## src/rtl/cfifo_pkg.sv

```systemverilog
`timescale 1ns/1ps
package cfifo_pkg;

    // What the presentation register does on the coming edge
    typedef enum logic [1:0] {
        HEAD_HOLD     = 2'd0,
        HEAD_LOAD_MEM = 2'd1,
        HEAD_LOAD_IN  = 2'd2,
        HEAD_DRAIN    = 2'd3
    } head_op_e;

    // Pointer advance with wrap for storage sizes that are not a power of two
    function automatic int unsigned wrap_inc(input int unsigned cur, input int unsigned last);
        return (cur == last) ? 0 : cur + 1;
    endfunction

endpackage

```

## src/rtl/cfifo_store.sv

```systemverilog
`timescale 1ns/1ps
module cfifo_store #(
    parameter int WIDTH = 9,
    parameter int SLOTS = 15
) (
    input  logic             clk,
    input  logic             mrst,
    input  logic             push,
    input  logic             pop,
    input  logic [WIDTH-1:0] wdata,
    output logic [WIDTH-1:0] rdata,
    output logic             empty,
    output logic             full
);
    localparam int PW = (SLOTS > 1) ? $clog2(SLOTS) : 1;
    localparam int CW = $clog2(SLOTS + 1);
    localparam logic [PW-1:0] LAST = PW'(SLOTS - 1);

    logic [WIDTH-1:0] slot_q [SLOTS];
    logic [PW-1:0]    wptr_q, rptr_q, wptr_nx, rptr_nx;
    logic [CW-1:0]    cnt_q;

    // Pointer increment: free wrap when the slot count is a power of two
    generate
        if ((1 << PW) == SLOTS) begin : g_pow2
            assign wptr_nx = wptr_q + PW'(1);
            assign rptr_nx = rptr_q + PW'(1);
        end else begin : g_wrap
            assign wptr_nx = PW'(cfifo_pkg::wrap_inc(32'(wptr_q), 32'(LAST)));
            assign rptr_nx = PW'(cfifo_pkg::wrap_inc(32'(rptr_q), 32'(LAST)));
        end
    endgenerate

    always_ff @(posedge clk) begin
        if (push) slot_q[wptr_q] <= wdata;
    end

    always_ff @(posedge clk) begin
        if (mrst) begin
            wptr_q <= '0;
            rptr_q <= '0;
            cnt_q  <= '0;
        end else begin
            if (push) wptr_q <= wptr_nx;
            if (pop)  rptr_q <= rptr_nx;
            unique case ({push, pop})
                2'b10:   cnt_q <= cnt_q + CW'(1);
                2'b01:   cnt_q <= cnt_q - CW'(1);
                default: cnt_q <= cnt_q;
            endcase
        end
    end

    assign rdata = slot_q[rptr_q];
    assign empty = (cnt_q == '0);
    assign full  = (cnt_q == CW'(SLOTS));

    p_store_no_overflow_r5: assert property (@(posedge clk) disable iff (mrst)
        (full && !pop) |-> !push);
    p_store_no_underflow_r6: assert property (@(posedge clk) disable iff (mrst)
        empty |-> !pop);

endmodule

```

## src/rtl/cfifo_head.sv

```systemverilog
`timescale 1ns/1ps
module cfifo_head #(
    parameter int WIDTH = 9
) (
    input  logic                clk,
    input  logic                mrst,
    input  cfifo_pkg::head_op_e op,
    input  logic [WIDTH-1:0]    mem_word,
    input  logic [WIDTH-1:0]    in_word,
    output logic [WIDTH-1:0]    word,
    output logic                valid
);
    import cfifo_pkg::*;

    always_ff @(posedge clk) begin
        if (mrst) begin
            word  <= '0;
            valid <= 1'b0;
        end else begin
            unique case (op)
                HEAD_LOAD_MEM: begin word <= mem_word; valid <= 1'b1; end
                HEAD_LOAD_IN:  begin word <= in_word;  valid <= 1'b1; end
                HEAD_DRAIN:    valid <= 1'b0;
                default:       valid <= valid;
            endcase
        end
    end

endmodule

```

## src/rtl/cfifo_cascade.sv

```systemverilog
`timescale 1ns/1ps
module cfifo_cascade #(
    parameter int WIDTH = 9,
    parameter int DEPTH = 16
) (
    input  logic             clk,
    input  logic             mrst,
    input  logic [WIDTH-1:0] din,
    input  logic             wen_n,
    output logic             ir_n,
    output logic [WIDTH-1:0] dout,
    input  logic             ren_n,
    input  logic             oe,
    output logic             or_n
);
    import cfifo_pkg::*;

    localparam int SLOTS = (DEPTH > 1) ? DEPTH - 1 : 1;

    logic             head_valid, store_empty, store_full;
    logic             wr_fire, rd_fire, head_free, push, pop, full;
    logic [WIDTH-1:0] head_word, mem_word;
    head_op_e         op;

    assign full    = head_valid && store_full;
    assign wr_fire = !wen_n && !full;
    assign rd_fire = !ren_n && head_valid;
    assign head_free = !head_valid || rd_fire;

    // Refill the presentation register: storage first, then bypass from the input
    always_comb begin
        op = HEAD_HOLD;
        if (head_free) begin
            if (!store_empty)  op = HEAD_LOAD_MEM;
            else if (wr_fire)  op = HEAD_LOAD_IN;
            else if (rd_fire)  op = HEAD_DRAIN;
        end
    end

    assign push = wr_fire && (op != HEAD_LOAD_IN);
    assign pop  = (op == HEAD_LOAD_MEM);

    cfifo_store #(.WIDTH(WIDTH), .SLOTS(SLOTS)) u_store (
        .clk   (clk),
        .mrst  (mrst),
        .push  (push),
        .pop   (pop),
        .wdata (din),
        .rdata (mem_word),
        .empty (store_empty),
        .full  (store_full)
    );

    cfifo_head #(.WIDTH(WIDTH)) u_head (
        .clk      (clk),
        .mrst     (mrst),
        .op       (op),
        .mem_word (mem_word),
        .in_word  (din),
        .word     (head_word),
        .valid    (head_valid)
    );

    assign ir_n = full;
    assign or_n = !head_valid;
    assign dout = oe ? head_word : '0;

    p_empty_write_r2: assert property (@(posedge clk) disable iff (mrst)
        (or_n && !wen_n) |=> !or_n);
    p_empty_hold_r6: assert property (@(posedge clk) disable iff (mrst)
        (or_n && wen_n) |=> or_n);
    p_full_hold_r5: assert property (@(posedge clk) disable iff (mrst)
        (ir_n && ren_n) |=> ir_n);
    p_full_valid_r4: assert property (@(posedge clk) disable iff (mrst)
        ir_n |-> !or_n);
    p_read_advance_r7: assert property (@(posedge clk) disable iff (mrst)
        (!or_n && !ren_n && !store_empty) |=> !or_n);

endmodule

```

## config.mk

```make
export PLATFORM = sky130hd
export DESIGN_NAME = cfifo_cascade
export DESIGN_NICKNAME = d
export VERILOG_FILES = /design/src/rtl/cfifo_pkg.sv /design/src/rtl/cfifo_store.sv /design/src/rtl/cfifo_head.sv /design/src/rtl/cfifo_cascade.sv
export SDC_FILE = /design/constraint.sdc
export NUM_CORES = 1
export LEC_CHECK = 0
export BUFFER_PORTS_ARGS = -buffer_cell sky130_fd_sc_hd__buf_4
export CAP_MARGIN = 20
export CORE_MARGIN = 2
export CORE_UTILIZATION = 40
export CTS_BUF_LIST = sky130_fd_sc_hd__clkbuf_8 sky130_fd_sc_hd__clkbuf_16
export CTS_CLUSTER_SIZE = 14
export DETAILED_ROUTE_END_ITERATION = 8
export GPL_TIMING_DRIVEN = 0
export SYNTH_ARGS = -nofsm -noshare
export SYNTH_HDL_FRONTEND = slang
export SYNTH_SLANG_ARGS = --single-unit
```

## constraint.sdc

```tcl
create_clock -name clk -period 6.25 [get_ports clk]
set_input_delay 1.25 -clock clk [delete_from_list [all_inputs] [get_ports clk]]
set_output_delay 1.25 -clock clk [all_outputs]
set_load 0.05 [all_outputs]
```

Word-level counts from Yosys, hierarchy flattened
Memory sizes are Yosys's and may differ from the RTL's. A register that Yosys moved wholly into a read port is not among the register bits. Cells that the tools add are included.

Latch bits: 0. Output and inout port bits: 11. Logic and storage cells: 47. ROM bits: 0. Bits in writable memories: 135. Bits of input ports: 14. Register bits after elaboration: 22. Memories: 1.

Multiply operators: 0. Add/sub/neg operators: 4. $lt $le $gt $ge: 0. Bitwise operators: 0. Shift-type cells: 0. Mux-type cells: 14. Reductions and logical operators: 14. Divide/modulo/power cells: 0. Eq/ne operators: 9.

Memory list: u_store.slot_q (depth 15, bits a word 9, read ports 1, clocked after memory_dff 1, wr ports 1, RTL line cfifo_store.sv:19) `logic [WIDTH-1:0] slot_q [SLOTS];`.

Operators by type and width (count): one-hot mux 9 bit (2 select lines) (1); two-way mux 4 bit (4); adder 4 x 1 -> 4 bit (second input constant) (3); equality test 4 bit (second input constant) (3); two-way mux 9 bit (1); two-way mux 2 bit (4); one-hot mux 4 bit (2 select lines) (1); equality test 2 bit (second input constant) (3); nonzero test 2 bit (3); equality test 2 x 1 -> 1 bit (second input constant) (2); logical AND 1 bit (4); zero test 1 bit (4); zero test 4 bit (1); subtractor 4 x 1 -> 4 bit (second input constant) (1); two-way mux 1 bit (2); != test 2 bit (second input constant) (1); one-hot mux 1 bit (2 select lines) (1); OR reduction 2 bit (1); logical OR 1 bit (1).

Logic depth before layout (Yosys ltp)
Depth in word-level cells: 11. Gate-level depth with buffers: 16.

Modules after synthesis
A second synthesis with hierarchy kept.

Cell total of the unflattened synthesis: 399. Area total of the unflattened synthesis: 6500.0 µm².

By module, submodules not included: cfifo_store (seq. area each 4374.2 µm², cells each 332, instances 1, area each 5896.9 µm²); cfifo_head (seq. area each 200.2 µm², cells each 49, instances 1, area each 485.5 µm²); cfifo_cascade (seq. area each 0.0 µm², cells each 18, instances 1, area each 117.6 µm²).

Least setup slack after synthesis
Ideal clock, no wire load.

Path kind: input to register. Start point: input wen_n. End point: memory u_store.slot_q[0][0], enable pin. Stages on the path: 8. Arrival time: 3.458 ns. Path buffers: 1. Slack: 2.406 ns. Cells stage by stage: a2111oi_0 a21o_1 ha_1 clkbuf_1 a311oi_2 inv_2 or3_1 nor3_1.

Cells in the longest elaborated chain, start to end: 9.

Ends and longest elaborated chain: start: declaration (RTL line cfifo_cascade.sv:9) `input logic wen_n,`; zero test 1 bit (*) (RTL line cfifo_cascade.sv:26) `assign wr_fire = !wen_n && !full;`; logical AND 1 bit (*) (RTL line cfifo_cascade.sv:26); two-way mux 2 bit (RTL line cfifo_cascade.sv:35) `else if (wr_fire) op = HEAD_LOAD_IN;`; two-way mux 2 bit (RTL line cfifo_cascade.sv:34) `if (!store_empty) op = HEAD_LOAD_MEM;`; two-way mux 2 bit (RTL line cfifo_cascade.sv:33) `if (head_free) begin`; != test 2 bit (RTL line cfifo_cascade.sv:40) `assign push = wr_fire && (op != HEAD_LOAD_IN);`; logical AND 1 bit (*) (RTL line cfifo_cascade.sv:40); two-way mux 1 bit (*) (RTL line cfifo_store.sv:35) `if (push) slot_q[wptr_q] <= wdata;`; two-way mux 1 bit (not written as such) (*) (RTL line cfifo_store.sv:35); end: declaration (RTL line cfifo_store.sv:19).

Mark *: on every way between the ends. The rest lies on a longest branch, timed or not.

Worst setup path in the final report
Start point: input wen_n. End point: memory u_store.slot_q[12][4], enable pin.

The elaborated chain is that of the path after synthesis.

==> key figures <==
Global routing
  • First-pass GRT wire length: 21.0 mm
  • Grt ovf: 0
  • Largest net degree at the start of global routing: 17
  • Vias in the first global route: 3655
  • GRT Util Overall: 16.2%
  • Initial antenna violation count: 0

Synth
  • Synth Area in Compound Gates: 7.48%
  • Register area share after synthesis: 69.4%
  • Largest family of logic cells by synthesized area: multiplexers
  • Syn. warnings: 0
  • Primary FF master, synth: edfxtp_1
  • Synth Area in Adders: 1.33%
  • Synth Cell Area: 6590 um^2
  • EDFF count, synth: 135
  • Synth cell types: 43
  • Cell count after synthesis: 403
  • Mapped Avg Cell Area: 16.3 um^2
  • #FFs+latches synth: 161
  • Share of flip-flops with an asynchronous set or reset: 0%
  • Synth Area in XOR/XNOR: 0.399%
  • Post-synthesis mux area share: 12.8%
  • Total nets after synthesis: 424
  • Simple-gate share of the synthesized area: 6.57%

Clock network
  • Cts hold-fix bufs: 0
  • H-tree depth: 4
  • Number of CTS-inserted buffers: 17
  • Clk pin slew, worst setup/hold paths: 0.06 ns
  • Worst skew pair latency: 0.42 ns
  • CTS Sinks: 161
  • CTS tree: yes
  • CTS resizes: 0
  • Post-CTS setup buffers: 0
  • Clk root buf: clkbuf_16
  • CTS max path bufs: 2

Timing
  • Final Skew: 0.00762 ns
  • Final setup vio count: 0
  • Worst-margin pin slew: 1.10 ns
  • Final Slew Violations: 0
  • RSZ-0062 raised after global routing: false
  • Setup TNS: 0 ns
  • Slew Limit Headroom: 26.2%
  • Final Hold Vio Count: 0
  • Setup WS post-layout: 2.23 ns
  • Fin crit share: 64.3%
  • Max Freq: 249 MHz
  • Min Tclk post-route: 4.02 ns

Route
  • WL/cell: 20.2 um
  • Detailed Route WL: 13.7 mm
  • TritonRoute pass-1 iters: 4
  • Antenna Nets Post-Route: 0
  • First DRT Iteration DRCs: 371
  • Post-route DRC: 0
  • Vias/cell: 5.34
  • DR vias: 3610

Die
  • Starting density of the core: 41.2%
  • Die width: 132 um
  • Die ar.: 17500 um^2
  • Number of I/O pins: 25
  • Core Area: 16000 um^2
  • Die Span Y: 132 um
  • Site Rows: 46

Cells and area
  • Area growth from synthesis to layout: 17.1%
  • Layout cell share with drive strength beyond 1: 21.3%
  • Ant diodes: 0
  • Fill count: 1405
  • Nets: 468

Setup path
  • CP required: 6.29 ns
  • Critical path arrival: 4.06 ns
  • WS Path Type: in -> reg
  • CP max FO: 9
  • Crit end category: register
  • Startpoint Class: input pin

Pwr
  • Pleak: 2.56 nW
  • Maximum vdd drop: 0.204 mV
  • P per Cell Area: 412 nW/um^2

Run status
  • Status: completed

Run
  • Max Cap Violations: 0

Placement
  • DP HPWL: 8.98 mm
  • I/O Buffers: 23
  • Post-Place Worst Slack: 1.75 ns
  • RD Place Congestion: 0.790

Worst hold path
  • Worst hold path type: reg -> reg
==> path summary, 6_finish.rpt <==
check	endpoint	slack, ns	start	depth (start not counted)
max reg2reg	u_store.slot_q[12][4]	2.36	u_store.cnt_q[1]	11
max	u_store.slot_q[12][4]	2.23	wen_n	9
min	u_head.word[4]	0.50	u_head.word[4]	1
min reg2reg	u_head.word[4]	0.50	u_head.word[4]	1
==> stage by stage <==
| stage | power, mW | instance area (um^2) | instances | utilization (%) | hold WS (ns) |
|---|---|---|---|---|---|
| 2_1_floorplan | 1.89 | 6590 | 403 | - | 0.441 |
| 3_3_place_gp | 2.08 | 7030 | 642 | 43.9 | 0.465 |
| 3_5_place_dp | 2.11 | 7060 | 643 | 44.1 | 0.479 |
| 4_1_cts | 3.20 | 7700 | 675 | 48.1 | 0.493 |
| 5_1_grt | 3.32 | 7710 | 676 | 48.2 | 0.514 |
| 6_report | 3.18 | 7710 | 676 | 48.2 | 0.496 |
==> kinds of logic after synthesis <==
logic type      Yosys count
buf+inv                  27
compound gates           72
flops                   161
mux                      48
fa+ha+maj                 7
simple gates             85
xor+xnor                  3
==> Yosys cell counts (2+ instances only) <==
cell       count  area share [%]
a21oi_1       21             1.6
mux2_2         4            0.68
xor2_1         3            0.40
mux2i_1       17             2.6
nand2b_1       2            0.19
dfxtp_1       26             7.9
buf_4          4            0.46
nand3b_1       5            0.57
clkbuf_1       8            0.46
ha_1           7             1.3
nor2b_1        3            0.28
nor3b_1        2            0.23
o21ai_0       23             1.7
nor3_1         5            0.38
a211o_1        6            0.80
and3_1         2            0.19
buf_1          3            0.17
and2_1        15             1.4
nand2_1       18             1.0
mux4_2        21             7.2
edfxtp_1     135              62
or3_1          3            0.28
a221o_1        3            0.46
mux4_1         6             2.4
nand3_1        3            0.23
nor2_1        22             1.3
buf_2          3            0.23
a31oi_1        3            0.28
a22o_1         6            0.80
a2111oi_2      2            0.46
inv_1          7            0.40
o22ai_1        2            0.19
nor4_1         3            0.28
==> worst max-delay path, stage by stage <==
cell	delay, ns
buf_4	0.09
a2111oi_0	0.09
a21o_1	0.20
ha_1	0.18
clkbuf_1	0.31
a311oi_2	0.55
inv_2	0.16
or3_1	0.42
nor2_1	0.81
==> placed cells by master (no fill, tap or decap), drive strengths merged <==
master,n
edfxtp,135
buf,36
clkbuf,32
mux4,27
dfxtp,26
o21ai,23
nor2,22
a21oi,21
nand2,18
mux2i,17
and2,15
inv,13
ha,7
a211o,6
a22o,6
nand3b,5
nor3,5
mux2,4
a2111oi,4
xor2,3
nand3,3
or3,3
nor2b,3
a221o,3
nor4,3
a31oi,3
and3,2
nand2b,2
o22ai,2
nor3b,2
clkinv,2
or2,1
a21o,1
a311oi,1
o211ai,1
and3b,1
o21ba,1
bufinv,1
==> power breakdown <==
| group | leakage, nW | internal, mW | switching [mW] |
|---|---|---|---|
| combinational | 0.799 | 0.329 | 0.465 |
| clock | 0.332 | 0.684 | 0.404 |
| sequential | 1.43 | 1.24 | 0.0512 |
| total | 2.56 | 2.26 | 0.920 |
==> layer usage <==
metal | vias up | global-route usage, % | wire [um]
met5 | - | 0 | 0
met4 | 0 | 6.27 | 117
met3 | 6 | 3.42 | 733
met2 | 101 | 26.8 | 6840
met1 | 1826 | 21.1 | 5990
li1 | 1677 | - | -
==> area by class of cell <==
class	count	area, um^2	share of cell area [%]
timing repair buffer	25	195	2.53
buffer	19	97.6	1.27
clock inverter	8	63.8	0.827
clock buffer	24	578	7.49
tap	216	270	3.50
multi-input combinational	215	1910	24.7
inverter	8	30.0	0.389
sequential	161	4570	59.3
==> flip-flops by register name (all words and copies together), names as in the netlist, named ones only <==
signal,flops
u_head.valid,1
u_head.word,9
u_store.cnt_q,4
u_store.rptr_q,4
u_store.slot_q,135
u_store.wptr_q,4
No activity file was read; power rests on OpenSTA's default activity.
